===== config.mk =====
export PLATFORM = sky130hd
export DESIGN_NAME = stall_event_counter
export DESIGN_NICKNAME = d
export VERILOG_FILES = /design/src/rtl/sec_pkg.sv /design/src/rtl/sec_weight_sum.sv /design/src/rtl/sec_step_select.sv /design/src/rtl/sec_accum.sv /design/src/rtl/stall_event_counter.sv
export SDC_FILE = /design/constraint.sdc
export NUM_CORES = 1
export LEC_CHECK = 0
export BUFFER_PORTS_ARGS = -buffer_cell sky130_fd_sc_hd__buf_2
export CORE_UTILIZATION = 45
export DETAILED_ROUTE_END_ITERATION = 12
export PLACE_DENSITY_LB_ADDON = 0.2
export SYNTH_ARGS = -nofsm -noshare
export SYNTH_HDL_FRONTEND = slang
export SYNTH_HIERARCHICAL = 1
export SYNTH_SLANG_ARGS = --single-unit

===== constraint.sdc =====
create_clock -name clk -period 4.9 [get_ports clk]
set_clock_uncertainty 0.15 [all_clocks]
set_input_delay 0.98 -clock clk [delete_from_list [all_inputs] [get_ports clk]]
set_output_delay 0.98 -clock clk [all_outputs]
set_load 0.1 [all_outputs]

===== src/rtl/sec_pkg.sv =====
// Shared definitions for the weighted-condition stall event counter.
// Assumes condition i always carries weight 2^i.
package sec_pkg;

    // How the per-cycle sum turns into a counter step
    typedef enum logic {
        STEP_SUM    = 1'b0,   // threshold zero: add the whole weighted sum
        STEP_THRESH = 1'b1    // threshold nonzero: add one if sum >= threshold
    } step_mode_e;

    // Largest weighted sum for a given number of conditions
    function automatic int max_sum(input int n);
        return (1 << n) - 1;
    endfunction

endpackage


===== src/rtl/sec_weight_sum.sv =====
// Adds the weights of the selected, active conditions for one cycle.
// Assumes condition i has weight 2^i, so the sum fits in NUM_COND bits.
module sec_weight_sum #(
    parameter int NUM_COND = 4,
    localparam int SUM_W   = NUM_COND
) (
    input  logic [NUM_COND-1:0] cond_i,
    input  logic [NUM_COND-1:0] umask_i,
    output logic [SUM_W-1:0]    sum_o
);

    logic [SUM_W-1:0] term [NUM_COND];

    // One weighted term per condition, zero when the condition is unselected or idle
    for (genvar gi = 0; gi < NUM_COND; gi++) begin : g_term
        always_comb term[gi] = (cond_i[gi] && umask_i[gi])
                               ? SUM_W'(1 << gi) : '0;
    end

    // Reduce the terms to the per-cycle sum
    always_comb begin
        sum_o = '0;
        for (int i = 0; i < NUM_COND; i++) begin
            sum_o = sum_o + term[i];
        end
    end

endmodule


===== src/rtl/sec_step_select.sv =====
// Turns the per-cycle weighted sum into the step the counter adds.
// A zero threshold passes the sum through. A nonzero threshold gives 1 or 0.
module sec_step_select
    import sec_pkg::*;
#(
    parameter int NUM_COND = 4,
    localparam int SUM_W   = NUM_COND
) (
    input  logic [SUM_W-1:0]    sum_i,
    input  logic [NUM_COND-1:0] cmask_i,
    output logic [SUM_W-1:0]    step_o
);

    step_mode_e mode;

    // Choose the mode from the threshold value
    always_comb mode = (cmask_i == '0) ? STEP_SUM : STEP_THRESH;

    // Form the step for this cycle
    always_comb begin
        case (mode)
            STEP_SUM:    step_o = sum_i;
            STEP_THRESH: step_o = (sum_i >= cmask_i) ? SUM_W'(1) : '0;
            default:     step_o = '0;
        endcase
    end

endmodule


===== src/rtl/sec_accum.sv =====
// Holds the count and the sticky overflow flag.
// A write wins over an increment, and a write clears the overflow flag.
// Assumes STEP_W < CNT_W.
module sec_accum #(
    parameter int CNT_W   = 48,
    parameter int STEP_W  = 4,
    localparam int EXT_W  = CNT_W + 1
) (
    input  logic              clk,
    input  logic              rst_n,
    input  logic              count_en_i,
    input  logic [STEP_W-1:0] step_i,
    input  logic              wr_en_i,
    input  logic [CNT_W-1:0]  wr_data_i,
    output logic [CNT_W-1:0]  count_o,
    output logic              ovf_o
);

    logic [CNT_W-1:0] count_q;
    logic             ovf_q;
    logic [EXT_W-1:0] next_ext;

    // Widened add so that the carry out of the top bit is kept
    always_comb next_ext = {1'b0, count_q} + {{(EXT_W-STEP_W){1'b0}}, step_i};

    // Register update: reset, then a write, then counting
    always_ff @(posedge clk) begin
        if (!rst_n) begin
            count_q <= '0;
            ovf_q   <= 1'b0;
        end else if (wr_en_i) begin
            count_q <= wr_data_i;
            ovf_q   <= 1'b0;
        end else if (count_en_i) begin
            count_q <= next_ext[CNT_W-1:0];
            ovf_q   <= ovf_q | next_ext[CNT_W];
        end
    end

    assign count_o = count_q;
    assign ovf_o   = ovf_q;

endmodule


===== src/rtl/stall_event_counter.sv =====
// Top level of the weighted-condition stall event counter.
// Assumes cond_i, umask_i and cmask_i are synchronous to clk.
module stall_event_counter #(
    parameter int NUM_COND = 4,
    parameter int CNT_W    = 48,
    localparam int SUM_W   = NUM_COND
) (
    input  logic                clk,
    input  logic                rst_n,
    input  logic [NUM_COND-1:0] cond_i,
    input  logic [NUM_COND-1:0] umask_i,
    input  logic [NUM_COND-1:0] cmask_i,
    input  logic                count_en_i,
    input  logic                wr_en_i,
    input  logic [CNT_W-1:0]    wr_data_i,
    output logic [CNT_W-1:0]    count_o,
    output logic                ovf_o
);

    logic [SUM_W-1:0] sum;
    logic [SUM_W-1:0] step;

    sec_weight_sum #(.NUM_COND(NUM_COND)) u_sum (
        .cond_i  (cond_i),
        .umask_i (umask_i),
        .sum_o   (sum)
    );

    sec_step_select #(.NUM_COND(NUM_COND)) u_step (
        .sum_i   (sum),
        .cmask_i (cmask_i),
        .step_o  (step)
    );

    sec_accum #(.CNT_W(CNT_W), .STEP_W(SUM_W)) u_accum (
        .clk        (clk),
        .rst_n      (rst_n),
        .count_en_i (count_en_i),
        .step_i     (step),
        .wr_en_i    (wr_en_i),
        .wr_data_i  (wr_data_i),
        .count_o    (count_o),
        .ovf_o      (ovf_o)
    );

endmodule


Word level (Yosys, flattened, before mapping):

Cells that the tools add are included.

* word-level logic and storage cells: 25
* output and inout bits: 49
* input port bits: 64
* flip-flop bits (word level): 49

* muxes and demuxes: 9
* bitwise gates (word level): 2
* reduce and logical (&&, ||, !) cells: 7
* $lt $le $gt $ge: 1
* $add $sub $neg: 4

Operators with widths (number)
* 48-bit two-way mux: 2
* 48-bit by 4-bit adder with 49-bit output: 1
* 4-bit adder: 3
* 4-bit case mux with 2 select lines: 1
* 4-bit >= comparator: 1
* 1-bit logical AND: 4
* 4-bit logical NOT: 1
* 4-bit two-way mux: 1
* 1-bit two-way mux: 3
* 3-bit two-way mux: 1
* 2-bit two-way mux: 1
* 2-bit nonzero test: 1
* 2-bit OR reduction: 1
* 1-bit inverter: 1
* 1-bit bitwise OR: 1

Depth between registers and ports, before layout:

* depth in word-level cells: 11
* mapped depth: 14
* gate-level depth less buffers: 13

Hierarchy:

Netlist, hierarchy kept.

Modules (own cells, without submodules)
* sec_accum: cells each 341, area an instance 2798.9 µm², seq. area each 980.9 µm², times used 1
* sec_step_select: cells each 16, area an instance 146.4 µm², seq. area each 0.0 µm², times used 1
* sec_weight_sum: cells each 4, area an instance 25.0 µm², seq. area each 0.0 µm², times used 1

Least setup slack after synthesis:

Ideal clock, no wire load.

* kind: input -> register
* from: input cond_i[0]
* to: register u_accum.count_q[44] (netlist: u_accum/count_o[44])
* setup time: 0.075 ns
* buffers on the path: 1
* required time: 4.675 ns
* path slack: 0.982 ns
* stages on the path: 14
* arrival: 3.693 ns
* path through: and2_1 inv_1 ha_1 or3b_1 o2111ai_1 a22oi_1 ha_1 fa_1 a21oi_2 a211o_4 or3_4 buf_6 or4_1 a31oi_1

* word-level cells in the longest chain between the ends: 11

Ends and longest elaborated chain
* from (decl): line stall_event_counter.sv:10 `input logic [NUM_COND-1:0] cond_i,`
* 1-bit logical AND *: line sec_weight_sum.sv:16 `always_comb term[gi] = (cond_i[gi] && umask_i[gi])`
* 1-bit two-way mux *: line sec_weight_sum.sv:17 `? SUM_W'(1 << gi) : '0;`
* 4-bit adder * (3 in a row): line sec_weight_sum.sv:24 `sum_o = sum_o + term[i];`
* 4-bit >= comparator: line sec_step_select.sv:23 `STEP_THRESH: step_o = (sum_i >= cmask_i) ? SUM_W'(1) : '0;`
* 1-bit two-way mux: line sec_step_select.sv:23
* 4-bit case mux with 2 select lines *: line sec_step_select.sv:21 `case (mode)`
* named net step[0]: line stall_event_counter.sv:21 `logic [SUM_W-1:0] step;`
* 48-bit by 4-bit adder with 49-bit output *: line sec_accum.sv:24 `always_comb next_ext = {1'b0, count_q} + {{(EXT_W-STEP_W){1'b0}}, step_i};`
* 48-bit two-way mux *: line sec_accum.sv:34 `end else if (count_en_i) begin`
* 48-bit two-way mux *: line sec_accum.sv:31 `end else if (wr_en_i) begin`
* to (signal assigned): line sec_accum.sv:32 `count_q <= wr_data_i;`
* to (signal assigned): line sec_accum.sv:35 `count_q <= next_ext[CNT_W-1:0];`
* to (decl): line sec_accum.sv:19 `logic [CNT_W-1:0] count_q;`

Mark *: on every way through the listed nets, which the timed path passes. The rest lies on a longest branch. The select of a mux whose other input is x is not followed.
A chain may end at the register's enable or synchronous reset.

Worst setup path in the final report:

* from: input cond_i[0]
* to: register u_accum.count_q[46] (netlist: u_accum/count_o[46])

* word-level cells in the longest chain between the ends: 11

Ends and longest elaborated chain
* 1-bit logical AND *: line sec_weight_sum.sv:16
* 1-bit two-way mux *: line sec_weight_sum.sv:17
* 4-bit adder * (3 in a row): line sec_weight_sum.sv:24
* named net sum[0]: line stall_event_counter.sv:20 `logic [SUM_W-1:0] sum;`
* 4-bit >= comparator: line sec_step_select.sv:23
* 1-bit two-way mux: line sec_step_select.sv:23
* 4-bit case mux with 2 select lines *: line sec_step_select.sv:21
* named net step[0]: line stall_event_counter.sv:21
* 48-bit by 4-bit adder with 49-bit output *: line sec_accum.sv:24
* 48-bit two-way mux *: line sec_accum.sv:34
* 48-bit two-way mux *: line sec_accum.sv:31

Marks and branches as above.

==> summary.txt <==
Final hold violations -> 0
Comb pwr share -> 32.4%
1st-iter DRT viols -> 90
Worst hold stages -> 1
RR Endpoint -> u_accum/count_o[41]$_SDFFE_PN0P_
Remaining Overflow, GRT -> 0
Post-synthesis async set-or-reset flop share -> 0%
Pin count of the biggest net entering global routing -> 58
Required time worst endpoint -> 4990 ps
RSZ-0062 raised after global routing -> no
Fmax -> 256 MHz
Worst r2r path cells -> 5
Die H -> 83.2 µm
# port buffers -> 112
Post-DRT Antenna Nets -> 0
DRC viols -> 0
Routed WL -> 7260 µm
Startpoint of the worst hold path -> u_accum/ovf_o$_SDFFE_PP0P_
Ant. Diodes -> 0
Vias in the first global route -> 2,711
Initial antenna violation count -> 0
Max-cap violations -> 0
CP Launch Type -> input port
Max-slew violation count -> 0
Yosys warns -> 6
Gpl congestion -> 0.782
Outcome -> complete, no violations
Number of synthesized flops with an enable pin -> 0
FF-to-FF setup slack -> 1930 ps
Avg WL per Cell -> 13.7 µm
Hold_buf cts -> 0
Static Leak -> 0.00144 µW
Clock share of power -> 23.9%
Post-synth top area cell -> dfxtp_1
Vias per Instance -> 5.59
Slew Limit Headroom -> 51.0%
Hpwl dp -> 5150 µm
Peak VDD IR -> 0.000208 V
Flop pwr share -> 43.7%
Internal Power -> 606 µW
Sw power -> 445 µW
CTS resizes -> 0
Via total after detailed routing -> 2,966
Non-filler cells, final -> 531
Mapped cell area -> 2970 µm²
Hold Path Class -> flop to flop
Initial core utilization -> 46.8%
Synthesis-stage register bit count -> 49
Clock buffer depth -> 2
Top cells by area, synth -> dfxtp_1, xnor2_1, o21ai_0, a21oi_1, ha_1
Worst setup EP type -> flop
Setup_tns -> 0 ps
Max FO, Critical Path -> 17
Die area -> 6930 µm²
Fin crit period -> 3900 ps
Ports -> 113
Top cell type's share of synthesized area -> 33.0%
Post-Syn Nets -> 434
PD cells -> 292 nW/µm²
Clock latency on the worst-skew pair -> 310 ps
All-Layer GR Usage -> 21.1%
Die width -> 83.2 µm
Critical Setup Path Class -> input port to flop
Syn Inst Count -> 361
Hold endpoint -> u_accum/ovf_o$_SDFFE_PP0P_
CP arrival -> 3990 ps
H-Tree Depth -> 2
TritonCTS Buffers -> 5
Clock tree from TritonCTS -> yes
Worst flop-to-flop path startpoint -> u_accum/count_o[15]$_SDFFE_PN0P_
Layout cell share with drive strength beyond 1 -> 29.5%
Ys flop type -> dfxtp_1
Placed cells -> 523
CP startpoint -> cond_i[0]
Sequential fraction of the synthesis area -> 33.0%
Setup Buffers After CTS -> 0
Tcrit/Tclk final -> 79.6%
Clk root buf -> clkbuf_8
Netlist cell types -> 50
Clock sinks -> 49
Final setup fails -> 0
Core footprint -> 6350 µm²
Nets -> 526
Syn avg cell area -> 8.23 µm²
First-pass GRT wire length -> 12,400 µm
P&R area growth vs syn -> 21.1%
CTS clk-pin slew, worst paths -> 110 ps
Net Sw Frac -> 42.3%
Drt pass-1 iters -> 4
Worst-Margin Slew -> 735 ps
Row cnt -> 29
-- worst max-delay path by stage --
stage,endpoint,slack (ps),depth (start not counted)
after floorplan,u_accum/count_o[44]$_SDFFE_PN0P_,980,14
after global placement,u_accum/count_o[44]$_SDFFE_PN0P_,810,14
after detailed placement,u_accum/count_o[42]$_SDFFE_PN0P_,680,14
after CTS,u_accum/count_o[42]$_SDFFE_PN0P_,1000,14
after global routing,u_accum/count_o[44]$_SDFFE_PN0P_,870,14
final,u_accum/count_o[46]$_SDFFE_PN0P_,1000,14
-- cell usage after synthesis, types with 5 or more instances --
master and n:
a31oi_1 14, clkbuf_1 18, nand4_1 9, and2_1 5
nor2_1 9, nor3_1 7, and4_1 7, nand2_1 19
or4_1 11, a21oi_1 32, ha_1 8, o31ai_1 11
xnor2_1 29, nor4_1 12, buf_2 6, nand3_1 10
o21ai_0 46, inv_1 13, dfxtp_1 49
-- cell type report --
type                       instances  area (µm²)
clock buffer                       5        68.8
clock inverter                     3        25.0
fill                             625        2750
inverter                          13        48.8
multi-input combinational        270        1800
sequential                        49         981
tap                               77        96.3
timing repair buffer             114         576
-- layer usage --
layer,GRT usage (%),routed length (µm),vias to the layer above
met5,0,0,-
met4,5.02,40,0
met3,3.18,329,5
met2,36.1,3480,78
met1,27.9,3410,1359
li1,-,-,1524
-- sequential cells by signal (all words and copies together), names as in the netlist --
signal and cells:
u_accum/count_o 48, u_accum/ovf_o 1
-- per-stage QoR --
step           cell area [µm²]  total power [µW]  util [%]  worst slack (ps)  hold slack [ps]
2_1_floorplan             2970               739         -               982              807
3_3_place_gp              3500               805      55.2               809              326
3_5_place_dp              3500               809      55.2               677              331
4_1_cts                   3600              1060      56.7              1000              357
5_1_grt                   3600              1100      56.7               870              372
6_report                  3600              1050      56.7               999              351
-- worst max-delay path, cell delays in order --
cell	delay (ps)
buf_2	70
and2_1	110
inv_1	50
ha_1	260
or3b_1	90
o2111ai_1	100
a22oi_1	200
ha_1	230
fa_1	240
a21oi_2	90
a211o_4	430
or3_4	450
or4_1	520
a31oi_1	170
-- power by group through the flow --
stage	registers, µW	clock network [µW]	logic (µW)
2_1_floorplan	660	0	78.3
3_3_place_gp	467	0	338
3_5_place_dp	468	0	341
4_1_cts	459	257	342
5_1_grt	465	276	360
6_report	459	251	341
-- cells in the final DEF (no fill, tap or decap), types with 2 or more instances in the layout --
| cell | netlist | layout |
|---|---|---|
| buf_4 | 2 | 2 |
| nand2_1 | 19 | 19 |
| nor3_1 | 7 | 7 |
| xnor2_1 | 29 | 29 |
| and4_1 | 7 | 7 |
| inv_1 | 13 | 12 |
| nor4_1 | 12 | 12 |
| inv_6 | 0 | 2 |
| o211a_1 | 4 | 4 |
| nor4b_1 | 2 | 2 |
| a21oi_1 | 32 | 32 |
| and2_2 | 3 | 3 |
| nor2b_1 | 2 | 2 |
| and2_1 | 5 | 5 |
| nor2_1 | 9 | 9 |
| clkbuf_8 | 0 | 5 |
| xor2_1 | 2 | 2 |
| o31ai_1 | 11 | 11 |
| o21ai_0 | 46 | 46 |
| dfxtp_1 | 49 | 49 |
| mux2i_1 | 3 | 3 |
| or3_1 | 4 | 4 |
| or4_1 | 11 | 11 |
| nand4_1 | 9 | 9 |
| buf_2 | 6 | 112 |
| nand3_1 | 10 | 10 |
| a31oi_1 | 14 | 14 |
| ha_1 | 8 | 8 |
-- cell families (layout without fill, tap and decap cells) --
| logic type | after synthesis | after routing | synth area share [%] |
|---|---|---|---|
| compound gates | 118 | 118 | 23.8 |
| flops | 49 | 49 | 33.0 |
| xor+xnor | 31 | 31 | 9.14 |
| buf+inv | 42 | 135 | 6.32 |
| mux | 3 | 3 | 1.01 |
| fa+ha+maj | 9 | 9 | 4.04 |
| simple gates | 109 | 109 | 22.7 |
(Power assumes the default switching activity.)
